**src/rtl/keyed_wdt_pkg.sv**
```systemverilog
package keyed_wdt_pkg;

   // Stored control byte, bit 7 down to bit 0.
   typedef struct packed {
      logic       hold;
      logic [1:0] src;
      logic       ivl_mode;
      logic       zap;
      logic [2:0] span;
   } wdt_cfg_t;

   localparam int unsigned NUM_SRC = 4;

   function automatic int unsigned span_to_bit(input logic [2:0] s);
      int unsigned b;
      case (s)
         3'd0: b = 31;
         3'd1: b = 27;
         3'd2: b = 23;
         3'd3: b = 19;
         3'd4: b = 15;
         3'd5: b = 13;
         3'd6: b = 9;
         default: b = 6;
      endcase
      return b;
   endfunction

endpackage

```
**src/rtl/keyed_wdt_cfg.sv**
```systemverilog
module keyed_wdt_cfg
   import keyed_wdt_pkg::*;
#(
   parameter logic [7:0] WR_KEY = 8'h5A
) (
   input  logic       clk_i,
   input  logic       rst_ni,
   input  logic       wr_en_i,
   input  logic [15:0] wr_data_i,
   input  logic       fire_i,
   output wdt_cfg_t   cfg_q,
   output logic       wr_bad_o,
   output logic       cnt_zap_o
);

   wdt_cfg_t wr_cfg;
   logic     wr_ok;

   assign wr_cfg    = wdt_cfg_t'(wr_data_i[7:0]);
   assign wr_ok     = wr_en_i && (wr_data_i[15:8] == WR_KEY);
   assign wr_bad_o  = wr_en_i && (wr_data_i[15:8] != WR_KEY);
   assign cnt_zap_o = wr_ok && (wr_cfg.zap ||
                                (wr_cfg.span != cfg_q.span) ||
                                (wr_cfg.src  != cfg_q.src));

   always_ff @(posedge clk_i or negedge rst_ni) begin
      if (!rst_ni) begin
         cfg_q <= '0;
      end else if (fire_i) begin
         cfg_q <= '0;
      end else if (wr_ok) begin
         cfg_q     <= wr_cfg;
         cfg_q.zap <= 1'b0;
      end
   end

   p_zap_never_stored_r3 : assert property (@(posedge clk_i) disable iff (!rst_ni)
      cfg_q.zap == 1'b0);

endmodule

```
**src/rtl/keyed_wdt_count.sv**
```systemverilog
module keyed_wdt_count
   import keyed_wdt_pkg::*;
#(
   parameter int unsigned CNT_W = 32
) (
   input  logic                   clk_i,
   input  logic                   rst_ni,
   input  logic [NUM_SRC-1:0]     tick_i,
   input  logic [1:0]             src_i,
   input  logic                   hold_i,
   input  logic [2:0]             span_i,
   input  logic                   clr_i,
   output logic                   rise_o
);

   localparam int unsigned TAP_W = $clog2(CNT_W);

   logic [CNT_W-1:0] cnt_q;
   logic [CNT_W-1:0] cnt_nx;
   logic [TAP_W-1:0] tap;
   logic             adv;

   assign tap    = TAP_W'(span_to_bit(span_i));
   assign adv    = tick_i[src_i] && !hold_i;
   assign cnt_nx = cnt_q + CNT_W'(1);
   assign rise_o = adv && cnt_nx[tap] && !cnt_q[tap];

   always_ff @(posedge clk_i or negedge rst_ni) begin
      if (!rst_ni) begin
         cnt_q <= '0;
      end else if (clr_i) begin
         cnt_q <= '0;
      end else if (adv) begin
         cnt_q <= cnt_nx;
      end
   end

   p_hold_frozen_r6 : assert property (@(posedge clk_i) disable iff (!rst_ni)
      (hold_i && !clr_i) |=> (cnt_q == $past(cnt_q)));

   p_other_src_idle_r5 : assert property (@(posedge clk_i) disable iff (!rst_ni)
      (!tick_i[src_i] && !clr_i) |=> (cnt_q == $past(cnt_q)));

endmodule

```
**src/rtl/keyed_wdt_out.sv**
```systemverilog
module keyed_wdt_out (
   input  logic clk_i,
   input  logic rst_ni,
   input  logic rise_i,
   input  logic ivl_mode_i,
   input  logic wr_bad_i,
   input  logic irq_clr_i,
   output logic fire_o,
   output logic rst_q,
   output logic irq_q
);

   assign fire_o = wr_bad_i || (rise_i && !ivl_mode_i);

   always_ff @(posedge clk_i or negedge rst_ni) begin
      if (!rst_ni) begin
         rst_q <= 1'b0;
         irq_q <= 1'b0;
      end else begin
         rst_q <= fire_o;
         if (fire_o)                     irq_q <= 1'b0;
         else if (rise_i && ivl_mode_i)  irq_q <= 1'b1;
         else if (irq_clr_i)             irq_q <= 1'b0;
      end
   end

   p_irq_sticky_r9 : assert property (@(posedge clk_i) disable iff (!rst_ni)
      (irq_q && !irq_clr_i && !fire_o) |=> irq_q);

   p_irq_only_interval_r9 : assert property (@(posedge clk_i) disable iff (!rst_ni)
      $rose(irq_q) |-> $past(ivl_mode_i));

endmodule

```
**src/rtl/keyed_wdt.sv**
```systemverilog
module keyed_wdt
   import keyed_wdt_pkg::*;
#(
   parameter int unsigned CNT_W    = 32,
   parameter logic [7:0]  WR_KEY   = 8'h5A,
   parameter logic [7:0]  RD_KEY   = 8'h69,
   parameter bit          REG_READ = 1'b0
) (
   input  logic        clk_i,
   input  logic        rst_ni,
   input  logic        wr_en_i,
   input  logic [15:0] wr_data_i,
   output logic [15:0] rd_data_o,
   input  logic [3:0]  tick_i,
   input  logic        irq_clr_i,
   output logic        wdt_rst_o,
   output logic        irq_o
);

   if (CNT_W < 32) begin : g_bad_width
      $error("keyed_wdt: CNT_W must cover tap bit 31");
   end
   if (WR_KEY == RD_KEY) begin : g_bad_keys
      $error("keyed_wdt: write and read keys must differ");
   end

   wdt_cfg_t cfg_q;
   logic     wr_bad;
   logic     cnt_zap;
   logic     fire;
   logic     rise_raw;
   logic     rise;
   logic [15:0] rd_view;

   keyed_wdt_cfg #(.WR_KEY(WR_KEY)) u_cfg (
      .clk_i    (clk_i),
      .rst_ni   (rst_ni),
      .wr_en_i  (wr_en_i),
      .wr_data_i(wr_data_i),
      .fire_i   (fire),
      .cfg_q    (cfg_q),
      .wr_bad_o (wr_bad),
      .cnt_zap_o(cnt_zap)
   );

   keyed_wdt_count #(.CNT_W(CNT_W)) u_count (
      .clk_i (clk_i),
      .rst_ni(rst_ni),
      .tick_i(tick_i),
      .src_i (cfg_q.src),
      .hold_i(cfg_q.hold),
      .span_i(cfg_q.span),
      .clr_i (cnt_zap || fire),
      .rise_o(rise_raw)
   );

   assign rise = rise_raw && !cnt_zap;

   keyed_wdt_out u_out (
      .clk_i     (clk_i),
      .rst_ni    (rst_ni),
      .rise_i    (rise),
      .ivl_mode_i(cfg_q.ivl_mode),
      .wr_bad_i  (wr_bad),
      .irq_clr_i (irq_clr_i),
      .fire_o    (fire),
      .rst_q     (wdt_rst_o),
      .irq_q     (irq_o)
   );

   assign rd_view = {RD_KEY, cfg_q.hold, cfg_q.src, cfg_q.ivl_mode, 1'b0, cfg_q.span};

   if (REG_READ) begin : g_rd_reg
      logic [15:0] rd_q;
      always_ff @(posedge clk_i or negedge rst_ni) begin
         if (!rst_ni) rd_q <= {RD_KEY, 8'h00};
         else         rd_q <= rd_view;
      end
      assign rd_data_o = rd_q;
   end else begin : g_rd_comb
      assign rd_data_o = rd_view;
   end

   p_bad_key_pulse_r8 : assert property (@(posedge clk_i) disable iff (!rst_ni)
      (wr_en_i && (wr_data_i[15:8] != WR_KEY)) |=> wdt_rst_o);

   p_read_key_r4 : assert property (@(posedge clk_i) disable iff (!rst_ni)
      rd_data_o[15:8] == RD_KEY);

   p_clr_reads_zero_r3 : assert property (@(posedge clk_i) disable iff (!rst_ni)
      rd_data_o[3] == 1'b0);

endmodule

```
**config.mk**
```make
export PLATFORM = sky130hd
export DESIGN_NAME = keyed_wdt
export DESIGN_NICKNAME = d
export VERILOG_FILES = /design/src/rtl/keyed_wdt_pkg.sv /design/src/rtl/keyed_wdt_cfg.sv /design/src/rtl/keyed_wdt_count.sv /design/src/rtl/keyed_wdt_out.sv /design/src/rtl/keyed_wdt.sv
export SDC_FILE = /design/constraint.sdc
export NUM_CORES = 1
export LEC_CHECK = 0
export BUFFER_PORTS_ARGS = -buffer_cell sky130_fd_sc_hd__buf_2
export CAP_MARGIN = 20
export CORE_ASPECT_RATIO = 1.1
export CORE_MARGIN = 10
export CORE_UTILIZATION = 45
export DETAILED_ROUTE_END_ITERATION = 10
export GPL_TIMING_DRIVEN = 0
export HOLD_SLACK_MARGIN = 0.05
export PLACE_DENSITY = 0.66
export REMOVE_ABC_BUFFERS = 1
export SKIP_CTS_REPAIR_TIMING = 1
export SLEW_MARGIN = 20
export SYNTH_ARGS = -nofsm -noshare
export SYNTH_HDL_FRONTEND = slang
export SYNTH_HIERARCHICAL = 1
export SYNTH_SLANG_ARGS = --single-unit
```
**constraint.sdc**
```tcl
create_clock -name clk_i -period 3.16 [get_ports clk_i]
set_input_delay 0.316 -clock clk_i [delete_from_list [all_inputs] [get_ports clk_i]]
set_output_delay 0.316 -clock clk_i [all_outputs]
set_load 0.1 [all_outputs]
```
==> summary.md <==
| Metric | Value |
|---|---|
| Number of nets in the layout | 325 |
| Worst hold path class | in2async |
| Hold violation count in the final report | 0 |
| CTS Buf Count | 5 |
| Crit Path Class | reg2reg |
| Clock period minus worst slack | 2941 ps |
| Cell Rows | 28 |
| Final Slew Violations | 0 |
| Run status | finished clean |
| Maximum root-to-sink buffer count | 2 |
| Routed Antenna Nets | 0 |
| Drt pass-1 iters | 4 |
| Worst IR drop on VDD | 0.0002004 V |
| Total die area | 9123 um2 |
| Final Cycle Share | 0.9308 |
| Placed cell area | 2715 um2 |
| Average footprint of a synthesized cell | 9.465 um2 |
| Hold Worst Slack | 155.3 ps |
| Clk slew on worst S/H paths | 80 ps |
| Actual slew at the worst max-slew pin | 926.7 ps |
| Post-route DRC violation count | 0 |
| Crit end category | flip-flop |
| Worst R2R Setup Slack | 220 ps |
| Share of power burned in registers | 0.489 |
| Clock latency on the worst-skew pair | 290 ps |
| Commonest non-fill, non-tap cells in the layout | 39 x sky130_fd_sc_hd__dfrtp_1, 34 x sky130_fd_sc_hd__nor2_1, 32 x sky130_fd_sc_hd__buf_2 |
| Fraction of layout instances using a drive strength above 1 | 0.2060 |
| HPWL after detailed placement | 3.671 mm |
| Slew headroom | 0.3822 |
| Post-synthesis instance area | 2565 um2 |
| Yosys warns | 6 |
| Setup tns final | 0 ps |
| Leakage power of the design | 0.001241 uW |
| GP Congestion | 0.7817 |
| Maximum level of the CTS H-tree | 2 |
| Max-cap violation count | 0 |
| Wire length of the first global-routing pass | 9.059 mm |
| Core Area | 5465 um2 |
| Post-Syn Instances | 271 |
| Net switching power | 273.0 uW |
| Grt total ovfl | 0 |
| Die height | 99.18 um |
| Total via count in the routed design | 1963 |
| Final setup violation count | 0 |
| Largest net degree at the start of global routing | 42 |
| Switching share of total power | 0.2513 |
| Final standard cell area without fillers | 2893 um2 |
| Leading cell type in the layout, fill and taps excluded | sky130_fd_sc_hd__dfrtp_1 |
| Startpoint type of the worst setup path | flip-flop |
| Clk root buf | sky130_fd_sc_hd__clkbuf_8 |
| I/O pin count | 42 |
| Iteration-0 DRC count of the detailed router | 130 |
| Via count of the first global-routing pass | 2005 |
| Crit path max fanout | 19 |
| Antenna cell count | 0 |
| Initial Utilization | 0.4693 |
| Filler cell count | 520 |
| Data arrival at the endpoint of the critical path | 3120 ps |
| Count of input and output buffers | 32 |
| Portion of total power attributed to the clock network | 0.403 |
| Clock Skews | 6.381 ps |
| Antenna violations before repair | 0 |
| RSZ-0062 raised after global routing | false |
| GRT Total Usage | 0.1150 |
| Internal portion of total power | 813.4 uW |
| Required time of the critical path | 3340 ps |
| Clk sinks | 41 |
| Fmax achieved | 340.0 MHz |
| CTS tree | done |
| Power per standard cell area | 375.6 nW/um2 |
| Width of the die | 91.99 um |
| Routed via count divided by cell count | 5.221 |
| Detail-routed net length per standard cell | 14.79 um |
| Area growth from synthesis to layout | 12.78% |
| Final Routed Wirelength | 5.562 mm |
| Share of power burned in combinational logic | 0.108 |
[path summary, 6_finish.rpt]
path	startpoint	end	cells after the start
max	u_count/cnt_q[18]$_DFFE_PN0P_	u_count/cnt_q[6]$_DFFE_PN0P_	11
min	rst_ni	u_count/cnt_q[13]$_DFFE_PN0P_	1
max reg2reg	u_count/cnt_q[18]$_DFFE_PN0P_	u_count/cnt_q[6]$_DFFE_PN0P_	11
min reg2reg	u_count/cnt_q[30]$_DFFE_PN0P_	u_count/cnt_q[30]$_DFFE_PN0P_	2
max in group asynchronous	rst_ni	u_count/cnt_q[6]$_DFFE_PN0P_	1
min in group clk_i	wr_data_i[4]	u_cfg/cfg_q[4]$_DFFE_PN0P_	3
[power by group through the flow]
stage	clock [uW]	combinational, uW	sequential (uW)
5_1_grt	469	126	532
2_1_floorplan	0	72.3	547
3_5_place_dp	0	112	541
6_report	438	117	531
3_3_place_gp	0	111	541
4_1_cts	449	112	531
[sequential cells by signal, summed over array words and instances (netlist names)]
name           count
u_count/cnt_q     32
u_cfg/cfg_q        7
u_out/irq_q        1
u_out/rst_q        1
[per-layer routing]
metal / global-route usage / share of wire
met5: 0 / 0
met4: 0.02375 / 0.0056
met3: 0.03609 / 0.061
met2: 0.1804 / 0.44
met1: 0.1518 / 0.50
[cell type report]
type                            instances  area (um2)  share of cell area
Tap cell                               75       93.84             0.03244
Multi-Input combinational cell        212        1456              0.5035
Sequential cell                        41        1028              0.3555
Clock inverter                          1       30.03             0.01038
Timing Repair Buffer                   34       175.2             0.06055
Clock buffer                            7       86.33             0.02984
Inverter                                6       22.52            0.007785
[metrics by stage]
stage            util  total power, uW  worst slack [ps]  cells
3_3_place_gp   0.4963            651.8            -869.3    363
2_1_floorplan       -            619.1            -552.9    256
3_5_place_dp   0.4968            653.4            -245.6    363
6_report       0.5293             1086             218.7    376
4_1_cts        0.5181             1092            -248.9    371
5_1_grt        0.5293             1127             13.55    376
[critical path, stage by stage, from the launching register on]
cell	delay, ps
sky130_fd_sc_hd__dfrtp_1	480
sky130_fd_sc_hd__nand4_4	180
sky130_fd_sc_hd__nor4_4	330
sky130_fd_sc_hd__nor4b_4	340
sky130_fd_sc_hd__buf_4	180
sky130_fd_sc_hd__xor2_1	130
sky130_fd_sc_hd__nor2_1	60
sky130_fd_sc_hd__o41ai_2	290
sky130_fd_sc_hd__and2b_2	220
sky130_fd_sc_hd__a21o_2	290
sky130_fd_sc_hd__or2_4	250
sky130_fd_sc_hd__nor2_1	60
Power figures use the tool's default switching activity.
